$ cat src/rtl/hz_pkg.sv
package hz_pkg;
    parameter int REG_W   = 5;
    parameter int NUM_OPS = 2;

    typedef logic [REG_W-1:0] reg_idx_t;

    typedef enum logic [1:0] {
        SRC_REGFILE = 2'b00,
        SRC_WB      = 2'b01,
        SRC_MEM     = 2'b10
    } opnd_src_e;

    typedef struct packed {
        reg_idx_t rd;
        logic     wen;
    } producer_t;

    function automatic logic writes_reg(reg_idx_t src, producer_t p);
        return p.wen && (p.rd != '0) && (p.rd == src);
    endfunction
endpackage

$ cat src/rtl/hz_fwd_unit.sv
module hz_fwd_unit
    import hz_pkg::*;
#(
    parameter int N = NUM_OPS
) (
    input  reg_idx_t  srcs [N],
    input  producer_t near_p,
    input  producer_t far_p,
    output opnd_src_e sel  [N]
);
    for (genvar i = 0; i < N; i++) begin : g_op
        always_comb begin
            if (writes_reg(srcs[i], near_p))
                sel[i] = SRC_MEM;
            else if (writes_reg(srcs[i], far_p))
                sel[i] = SRC_WB;
            else
                sel[i] = SRC_REGFILE;
        end
    end
endmodule

$ cat src/rtl/hz_interlock.sv
module hz_interlock
    import hz_pkg::*;
(
    input  logic      clk,
    input  logic      rst,
    input  reg_idx_t  dec_src [NUM_OPS],
    input  logic      dec_use [NUM_OPS],
    input  producer_t ex_prod,
    input  logic      ex_is_load,
    input  logic      ex_taken,
    output logic      hold_pc,
    output logic      hold_fd,
    output logic      kill_fd,
    output logic      kill_de,
    output logic      redirect
);
    logic [NUM_OPS-1:0] dep;
    logic               use_req;
    logic               stall;
    logic               stall_q;

    for (genvar i = 0; i < NUM_OPS; i++) begin : g_dep
        assign dep[i] = dec_use[i] && writes_reg(dec_src[i], ex_prod);
    end

    assign use_req  = ex_is_load && (|dep);
    assign stall    = use_req && !ex_taken && !stall_q;
    assign hold_pc  = stall;
    assign hold_fd  = stall;
    assign kill_fd  = ex_taken;
    assign kill_de  = stall || ex_taken;
    assign redirect = ex_taken;

    always_ff @(posedge clk) begin
        if (rst) stall_q <= 1'b0;
        else     stall_q <= stall;
    end
endmodule

$ cat src/rtl/hz_store_bypass.sv
module hz_store_bypass
    import hz_pkg::*;
(
    input  logic      is_store,
    input  reg_idx_t  data_src,
    input  producer_t wb_prod,
    output logic      use_wb
);
    assign use_wb = is_store && writes_reg(data_src, wb_prod);
endmodule

$ cat src/rtl/pipe_hazard_ctrl.sv
module pipe_hazard_ctrl
    import hz_pkg::*;
(
    input  logic             clk,
    input  logic             rst,
    input  logic [REG_W-1:0] id_rs1,
    input  logic [REG_W-1:0] id_rs2,
    input  logic             id_use_a,
    input  logic             id_use_b,
    input  logic [REG_W-1:0] ex_rs1,
    input  logic [REG_W-1:0] ex_rs2,
    input  logic [REG_W-1:0] ex_rd,
    input  logic             ex_wr_en,
    input  logic             ex_load,
    input  logic             ex_br_taken,
    input  logic [REG_W-1:0] mem_rd,
    input  logic             mem_wr_en,
    input  logic             mem_store,
    input  logic [REG_W-1:0] mem_store_rs,
    input  logic [REG_W-1:0] wb_rd,
    input  logic             wb_wr_en,
    output logic [1:0]       opa_sel,
    output logic [1:0]       opb_sel,
    output logic             store_data_sel,
    output logic             pc_hold,
    output logic             fd_hold,
    output logic             fd_squash,
    output logic             de_bubble,
    output logic             pc_redirect
);
    producer_t ex_p, mem_p, wb_p;
    reg_idx_t  ex_srcs  [NUM_OPS];
    reg_idx_t  dec_srcs [NUM_OPS];
    logic      dec_uses [NUM_OPS];
    opnd_src_e op_sel   [NUM_OPS];

    assign ex_p  = '{rd: ex_rd,  wen: ex_wr_en};
    assign mem_p = '{rd: mem_rd, wen: mem_wr_en};
    assign wb_p  = '{rd: wb_rd,  wen: wb_wr_en};

    assign ex_srcs[0]  = ex_rs1;
    assign ex_srcs[1]  = ex_rs2;
    assign dec_srcs[0] = id_rs1;
    assign dec_srcs[1] = id_rs2;
    assign dec_uses[0] = id_use_a;
    assign dec_uses[1] = id_use_b;

    hz_fwd_unit #(.N(NUM_OPS)) u_fwd (
        .srcs   (ex_srcs),
        .near_p (mem_p),
        .far_p  (wb_p),
        .sel    (op_sel)
    );

    hz_interlock u_ilk (
        .clk        (clk),
        .rst        (rst),
        .dec_src    (dec_srcs),
        .dec_use    (dec_uses),
        .ex_prod    (ex_p),
        .ex_is_load (ex_load),
        .ex_taken   (ex_br_taken),
        .hold_pc    (pc_hold),
        .hold_fd    (fd_hold),
        .kill_fd    (fd_squash),
        .kill_de    (de_bubble),
        .redirect   (pc_redirect)
    );

    hz_store_bypass u_stb (
        .is_store (mem_store),
        .data_src (mem_store_rs),
        .wb_prod  (wb_p),
        .use_wb   (store_data_sel)
    );

    assign opa_sel = op_sel[0];
    assign opb_sel = op_sel[1];
endmodule

$ cat config.mk
export PLATFORM = sky130hd
export DESIGN_NAME = pipe_hazard_ctrl
export DESIGN_NICKNAME = d
export VERILOG_FILES = /design/src/rtl/hz_pkg.sv /design/src/rtl/hz_fwd_unit.sv /design/src/rtl/hz_interlock.sv /design/src/rtl/hz_store_bypass.sv /design/src/rtl/pipe_hazard_ctrl.sv
export SDC_FILE = /design/constraint.sdc
export NUM_CORES = 1
export LEC_CHECK = 0
export BUFFER_PORTS_ARGS = -buffer_cell sky130_fd_sc_hd__buf_2
export CAP_MARGIN = 5
export CORE_MARGIN = 1.5
export CORE_UTILIZATION = 33
export DETAILED_ROUTE_END_ITERATION = 8
export GPL_ROUTABILITY_DRIVEN = 0
export PLACE_DENSITY = 0.79
export SETUP_SLACK_MARGIN = 0.05
export SYNTH_ARGS = -nofsm -noshare
export SYNTH_HDL_FRONTEND = slang
export SYNTH_SLANG_ARGS = --single-unit
$ cat constraint.sdc
create_clock -name clk -period 1.5 [get_ports clk]
set_input_delay 0.225 -clock clk [delete_from_list [all_inputs] [get_ports clk]]
set_output_delay 0.225 -clock clk [all_outputs]
set_load 0.005 [all_outputs]
# Word level (Yosys, flattened, before mapping)
# Cells that the tools add are included.
[totals] reg_bits=1 inputBits=50 output_inout_bits=10
[classes] eq_ne=7 n_mux=4 reduce_logical=23
[ops] operator="$eq 5x5->1" count=7
[ops] operator="$logic_and 1x1->1" count=16
[ops] operator="$reduce_bool 5->1" count=3
[ops] operator="$mux 2" count=2
[ops] operator="$logic_not 1->1" count=2
[ops] operator="$mux 1" count=2
[ops] operator="$reduce_or 2->1" count=1
[ops] operator="$logic_or 1x1->1" count=1

# Logic depth before layout (Yosys ltp)
# Gate-level depths: netlist (run 1).
[logic_depth] ltp_word=9 depth_mapped=5 depth_no_buf=4

# Hierarchy
# Synthesis (run 1) repeated with hierarchy kept, for this count alone.
[hier_totals] hier_cells=69 area_unflattened_um2=533.0
[modules_own_cells] mod="hz_fwd_unit" instances=1 cells_per_inst=34 area_each_um2=257.7 seq_area_each_um2=0.0
[modules_own_cells] mod="hz_interlock" instances=1 cells_per_inst=25 area_each_um2=198.9 seq_area_each_um2=20.0
[modules_own_cells] mod="hz_store_bypass" instances=1 cells_per_inst=10 area_each_um2=76.3 seq_area_each_um2=0.0

# Least setup slack after synthesis (run 1)
# Ideal clock, no wire load.
[synth_path] path_type="input port to output port" from="input port mem_rd[0]" to="output port opa_sel[0]" arrival_time_ns=1.265 required_ns=1.275 path_slack_ns=0.010 cell_stages=4 path_buffers=0 cell_sequence="or4_1 -> o21ai_2 -> nor4_1 -> nor4_2"
[synth_via] elab_chain_len=4 word_cells_on_any_way=5 classes_between="1 x eq/ne; 1 x mux; 3 x reduce/logical"
[synth_lines] item="start, declared" line="pipe_hazard_ctrl.sv:16" text="input logic [REG_W-1:0] mem_rd,"
[synth_lines] item="$reduce_bool 5->1" line="hz_pkg.sv:19" text="return p.wen && (p.rd != '0) && (p.rd == src);"
[synth_lines] item="$logic_and 1x1->1" line="hz_pkg.sv:19"
[synth_lines] item="$logic_and 1x1->1 (*)" line="hz_pkg.sv:19"
[synth_lines] item="$mux 2 (*)" line="hz_fwd_unit.sv:13" text="if (writes_reg(srcs[i], near_p))"
[synth_lines] item="end, declared" line="pipe_hazard_ctrl.sv:22" text="output logic [1:0] opa_sel,"
# Every way passes the cells marked *; elsewhere a longest branch is shown, timed or not.

# Worst setup path in the final report (run 1)
[layout_path] from="input port wb_rd[0]" to="output port opb_sel[0]"
[layout_via] elab_chain_len=5 word_cells_on_any_way=6 classes_between="1 x eq/ne; 2 x mux; 3 x reduce/logical"
[layout_lines] item="start, declared" line="pipe_hazard_ctrl.sv:20" text="input logic [REG_W-1:0] wb_rd,"
[layout_lines] item="$reduce_bool 5->1" line="hz_pkg.sv:19"
[layout_lines] item="$logic_and 1x1->1" line="hz_pkg.sv:19"
[layout_lines] item="$logic_and 1x1->1 (*)" line="hz_pkg.sv:19"
[layout_lines] item="$mux 1 (*)" line="hz_fwd_unit.sv:15" text="else if (writes_reg(srcs[i], far_p))"
[layout_lines] item="$mux 2 (*)" line="hz_fwd_unit.sv:13"
[layout_lines] item="end, declared" line="pipe_hazard_ctrl.sv:23" text="output logic [1:0] opb_sel,"
# Marks and branches as above.

==> summary.md, run 1 <==
| Metric | Value |
|---|---|
| Vias in the first global route | 797 |
| Hold Crit Depth | 2 |
| Synth area leader | xor2_1 |
| Die area | 1820 µm² |
| Number of setup violations in the final report | 4 |
| Period utilization | 112% |
| Crit-path slowest cell | or4_1 |
| Worst setup path startpoint | wb_rd[0] |
| Die extent in x | 42.7 µm |
| Clock Skews | 0 ps |
| Max-slew violations | 0 |
| Crit path time final | 1670 ps |
| Worst setup SP type | input pin |
| Worst-path fanout max | 4 |
| Hold Vio Cnt, Final | 0 |
| Chip Height | 42.7 µm |
| Sequential cell area | 20.0 µm² |
| Worst Path Required | 1270 ps |
| Worst slew pin tran | 328 ps |
| Hold path endpoint | u_ilk.stall_q$_SDFF_PP0_ |
| Min-delay src | rst |
| Syn Inst Count | 65 |
| R2R setup slack | 330 ps |
| Fillcell total | 102 |
| RR Endpoint | u_ilk.stall_q$_SDFF_PP0_ |
| Largest net degree at the start of global routing | 5 |
| HPWL after DPL | 1.50 mm |
| Outcome | complete, but fails checks |
| Worst reg2reg path startpoint | u_ilk.stall_q$_SDFF_PP0_ |
| Rel. slew slack | 77.9% |
| Setup CP Type | input pin to output port |
| Async SR Flop Fraction | 0% |
| Mapped Avg Cell Area | 8.01 µm² |
| GRT overflow | 0 |
| Synth Register Bits | 1 |
| Worst-case reg-to-reg path depth | 5 |
| Netlist cell types | 18 |
| P&R area growth vs syn | 111% |
| Starting Density | 35.0% |
| Final WS setup | -173 ps |
| Clk_lat worst skew | 0 ps |
| Worst path max stage delay | 530 ps |
| Failing checks | setup timing |
| Multi-input gate area | 567 µm² |
| Drt via density | 4.98 |
| RSZ-0062 raised after global routing | true |
| Layout cells sized above 1 | 64.7% |
| Worst Hold Class | input pin to register |
| Yosys top cell area share | 37.0% |
| Most flops, register | u_ilk.stall_q |
| Vias post-DR | 772 |
| Max reg flops | 1 |
| DR iter-0 viols | 2 |
| Post-synthesis sequential area ratio | 3.85% |
| Post-Syn Nets | 115 |
| Critical Path Sink Type | output port |
| Peak VDD IR | 190 µV |
| DRT antenna net count | 0 |
| DRC viols | 0 |
| Global-route wire length before repair | 3.06 mm |
| Top cells by area, synth | xor2_1, xnor2_1, or4_1 |
| Routed WL | 2.00 mm |
| Core area | 1490 µm² |
| Final hold slack | 393 ps |
| Crit-path cells | buf_2, xor2_1, or4_1, nor4_2, buf_2 |
| Synth Flop Type | dfxtp_1 |
| Clk pin slew, worst setup/hold paths | 0 ps |
| Most numerous cell in the Yosys netlist | xor2_1 |
| Max_cap viols | 0 |
| EDFF count, synth | 0 |
| Power Density | 287 nW/µm² |
| ANT cells | 0 |
| Synth warnings | 0 |
| Critical Path AT | 1450 ps |
| Count of buffers from port buffering | 59 |
| Final #Nets | 191 |
| Leak pwr | 0.000533 µW |
| Area of the mapped netlist | 520 µm² |
| Fmax | 598 MHz |
| DR WL/cell | 12.9 µm |
| GRT Util Overall | 20.8% |
| Biggest regs | u_ilk.stall_q: 1 flops |
| # rows | 14 |
| Top Ports | 60 |
| Power consumption | 315 µW |
| Initial antenna violation count | 0 |
| Top cells by instance count after synthesis | xor2_1, xnor2_1, or4_1 |
| Most Frequent Cell on Critical Path | buf_2 |
| DR pass1 iterations | 4 |
==> worst max-delay path: cells and delay by family <==
| kind | cells | cell delay, ps |
|---|---|---|
| xor gates and xnor gates | 1 | 150 |
| buffers and inverters | 2 | 280 |
| and+or+nand+nor | 2 | 790 |
==> worst max path at each step <==
stage | to | depth (start not counted)
floorplan | pc_hold | 4
global placement | opa_sel[0] | 6
detailed placement | opa_sel[0] | 6
CTS | opb_sel[0] | 6
global route | opb_sel[0] | 5
finish | opb_sel[0] | 5
==> layout make-up <==
class	count	share of cell area, %
multi-input combinational	61	51.5
tap	16	1.82
sequential	1	1.82
timing repair buffer	77	44.8
==> what timing repair did <==
item / CTS / global route
pin swaps: 14 / 7
hold buffers: 0 / 0
resized for setup: 20 / 10
setup buffers: 1 / 1
setup endpoints to repair: 9 / 9
==> layout by cell type, fill, tap and decap left out <==
cell type and instances:
buf_2 49, xor2_1 22, buf_4 19, xnor2_1 10, buf_6 8, xnor2_2 3
or4_1 3, nor3_1 3, or4_4 2, o21ai_4 2, nand3_2 2, nor4_4 2
nor4_2 2, nand2_1 2, nor4_1 2, o21ai_1 1, and2_0 1, a32oi_1 1
nor2_1 1, o21bai_1 1, nand4_1 1, buf_8 1, dfxtp_1 1
==> report_power, final <==
group / internal (µW) / total, µW / switching [µW]
Clock: 0 / 0 / 0
Sequential: 27.2 / 27.2 / 0.0210
Combinational: 163 / 288 / 125
Total: 190 / 315 / 125
==> layer usage <==
layer	global-route usage [%]	vias to the layer above	wire length, µm
met5	0	-	0
met4	1.25	0	10
met3	5.96	2	265
met2	40.0	60	969
met1	23.1	332	750
li1	-	378	-
==> cell families after synthesis <==
group                     Yosys count  synth area share [%]
AOI/OAI and AO/OA                   5                  6.73
DFF                                 1                  3.85
xor gates and xnor gates           35                  58.9
and+or+nand+nor                    21                  26.2
buffers and inverters               3                  4.33
==> per-stage QoR <==
stage                     cells  worst slack, ps  area, µm²  utilization (%)  setup TNS [ps]
after floorplan              65             52.4        520                -               0
after global placement      154             -198        941             63.2            -939
after detailed placement    154             -218        941             63.2           -1020
after CTS                   155             -165       1050             70.3            -350
after global routing        155             -259       1100             73.9            -881
final                       155             -173       1100             73.9            -377
Power figures use the tool's default switching activity.
==> inputs of run 2 (changes only) <==
Settings changed: PLACE_DENSITY 0.79 to 0.76.
==> summary.md, run 2 (synthesized netlist as in run 1, its figures left out) <==
| Metric | Value |
|---|---|
| Max-slew violations | 0 (unchanged) |
| Chip Height | 42.7 µm (unchanged) |
| ANT cells | 0 (unchanged) |
| Clock Skews | 0 ps (unchanged) |
| Drt via density | 5.06 (+1.5%) |
| Worst reg2reg path startpoint | u_ilk.stall_q$_SDFF_PP0_ |
| Global-route wire length before repair | 3.43 mm (+12%) |
| Non-filler cells, final | 157 (+1.3%) |
| Failing checks | setup timing |
| Hold path endpoint | u_ilk.stall_q$_SDFF_PP0_ |
| CP Buf/Inv Count | 3 (+1) |
| Count of buffers from port buffering | 59 (unchanged) |
| Max_cap viols | 0 (unchanged) |
| Critical Path Sink Type | output port |
| DRC viols | 0 (unchanged) |
| Min-delay src | rst |
| Fin util | 77.8% (+3.9 points) |
| Worst Path Required | 1270 ps (about the same) |
| Final #Nets | 193 (+1.0%) |
| Power consumption | 334 µW (+6.1%) |
| Commonest cells after routing, fill and taps aside | buf_2, xor2_1, buf_4, xnor2_1, buf_6 |
| Max reg flops | 1 (unchanged) |
| Vias in the first global route | 785 (-1.5%) |
| Placed Cells | 154 (unchanged) |
| Peak VDD IR | 181 µV (-4.6%) |
| Outcome | complete, but fails checks |
| Fmax | 588 MHz (-1.7%) |
| Worst path max stage delay | 530 ps (about the same) |
| HPWL after DPL | 1.53 mm (+1.8%) |
| Clk_lat worst skew | 0 ps (unchanged) |
| DRT antenna net count | 0 (unchanged) |
| Setup CP Type | input pin to output port |
| Initial antenna violation count | 0 (unchanged) |
| Period utilization | 113% (+1.9 points) |
| Final WS setup | -202 ps (-28.7 ps) |
| Routed WL | 2.15 mm (+7.8%) |
| Fin area | 1160 µm² (+5.3%) |
| GRT overflow | 0 (unchanged) |
| Placed cell area | 941 µm² (unchanged) |
| Top Ports | 60 (unchanged) |
| Worst-case reg-to-reg path depth | 4 (-1) |
| Largest net degree at the start of global routing | 5 (unchanged) |
| Critical Path AT | 1480 ps (+30 ps) |
| Worst slew pin tran | 263 ps (-65.3 ps) |
| Number of setup violations in the final report | 5 (+1) |
| GRT Util Overall | 24.3% (+3.5 points) |
| Commonest non-fill, non-tap cell in the layout | buf_2 |
| Die area | 1820 µm² (unchanged) |
| Worst setup SP type | input pin |
| Worst Hold Class | input pin to register |
| Power Density | 289 nW/µm² (+0.71%) |
| RR Endpoint | u_ilk.stall_q$_SDFF_PP0_ |
| Hold Crit Depth | 2 (unchanged) |
| DR WL/cell | 13.7 µm (+6.4%) |
| Layout cells sized above 1 | 69.5% (+4.8 points) |
| Hold Vio Cnt, Final | 0 (unchanged) |
| Crit-path cells | buf_8, buf_6, xor2_1, or4_1, nor4_2, buf_2 |
| Most flops, register | u_ilk.stall_q |
| R2R setup slack | 520 ps (+190 ps) |
| CP delay by family, top | simple AND/OR/NAND/NOR gates |
| Crit-path slowest cell | or4_1 |
| Rel. slew slack | 82.3% (+4.4 points) |
| P&R area growth vs syn | 123% |
| DR pass1 iterations | 3 (-1) |
| Clk pin slew, worst setup/hold paths | 0 ps (unchanged) |
| Sequential cell area | 20.0 µm² (unchanged) |
| DR iter-0 viols | 4 (+2) |
| Die extent in x | 42.7 µm (unchanged) |
| RSZ-0062 raised after global routing | true |
| Crit path time final | 1700 ps (+28.7 ps) |
| # rows | 14 (unchanged) |
| Worst-path fanout max | 3 (-1) |
| Multi-input gate area | 602 µm² (+6.2%) |
| Vias post-DR | 794 (+2.8%) |
| Fillcell total | 87 (-15%) |
| Biggest regs | u_ilk.stall_q: 1 flops |
| Starting Density | 35.0% (unchanged) |
| Core area | 1490 µm² (unchanged) |
| Leak pwr | 0.000550 µW (+3.2%) |
| Final hold slack | 395 ps (+1.50 ps) |
run 2: worst register-to-register path: stages (launching register included):
cell and delay, ps:
dfxtp_1 270, nor3_1 230, o21ai_2 110, buf_4 140, nor3_1 140
run 2: how the worst max path moves through the flow:
| stage | from | endpoint | slack, ps | cells past startpoint |
|---|---|---|---|---|
| floorplan | ex_rd[1] | pc_hold | 50 | 4 |
| global placement | wb_rd[4] | opa_sel[0] | -190 | 6 |
| detailed placement | wb_rd[4] | opb_sel[0] | -240 | 6 |
| CTS | wb_rd[2] | opa_sel[0] | -190 | 6 |
| global route | wb_rd[4] | opb_sel[0] | -270 | 6 |
| finish | wb_rd[2] | opa_sel[0] | -200 | 6 |
run 2: metrics by stage:
stage,TNS [ps],setup WS [ps]
3_5_place_dp,-1010,-240
3_3_place_gp,-895,-190
5_1_grt,-957,-267
2_1_floorplan,0,52.4
4_1_cts,-463,-188
6_report,-506,-202
run 2: what timing repair did:
item | 4_1_cts | 5_1_grt
gates resized for setup | 27 | 11
pin swaps | 10 | 7
buffers inserted | 3 | 0
setup endpoints to repair | 9 | 9
hold buffers | 0 | 0
run 2: power by group:
part	total [µW]	internal [µW]	leakage, µW	switching [µW]
Combinational	307	172	0.000542	135
Clock	0	0	0	0
Sequential	27.2	27.2	0.00000805	0.0163
run 2: routing by layer:
layer | routed length [µm] | vias up | global-route usage [%]
met5 | 0 | - | 0
met1 | 802 | 349 | 29.1
li1 | - | 386 | -
met2 | 1040 | 57 | 44.5
met4 | 28 | 0 | 4.38
met3 | 277 | 2 | 4.68
run 2: layout make-up:
cell class | instances | share of cell area [%]
multi-input cells | 61 | 51.9
well taps | 16 | 1.73
flip-flops and latches | 1 | 1.73
repair buffers | 79 | 44.6
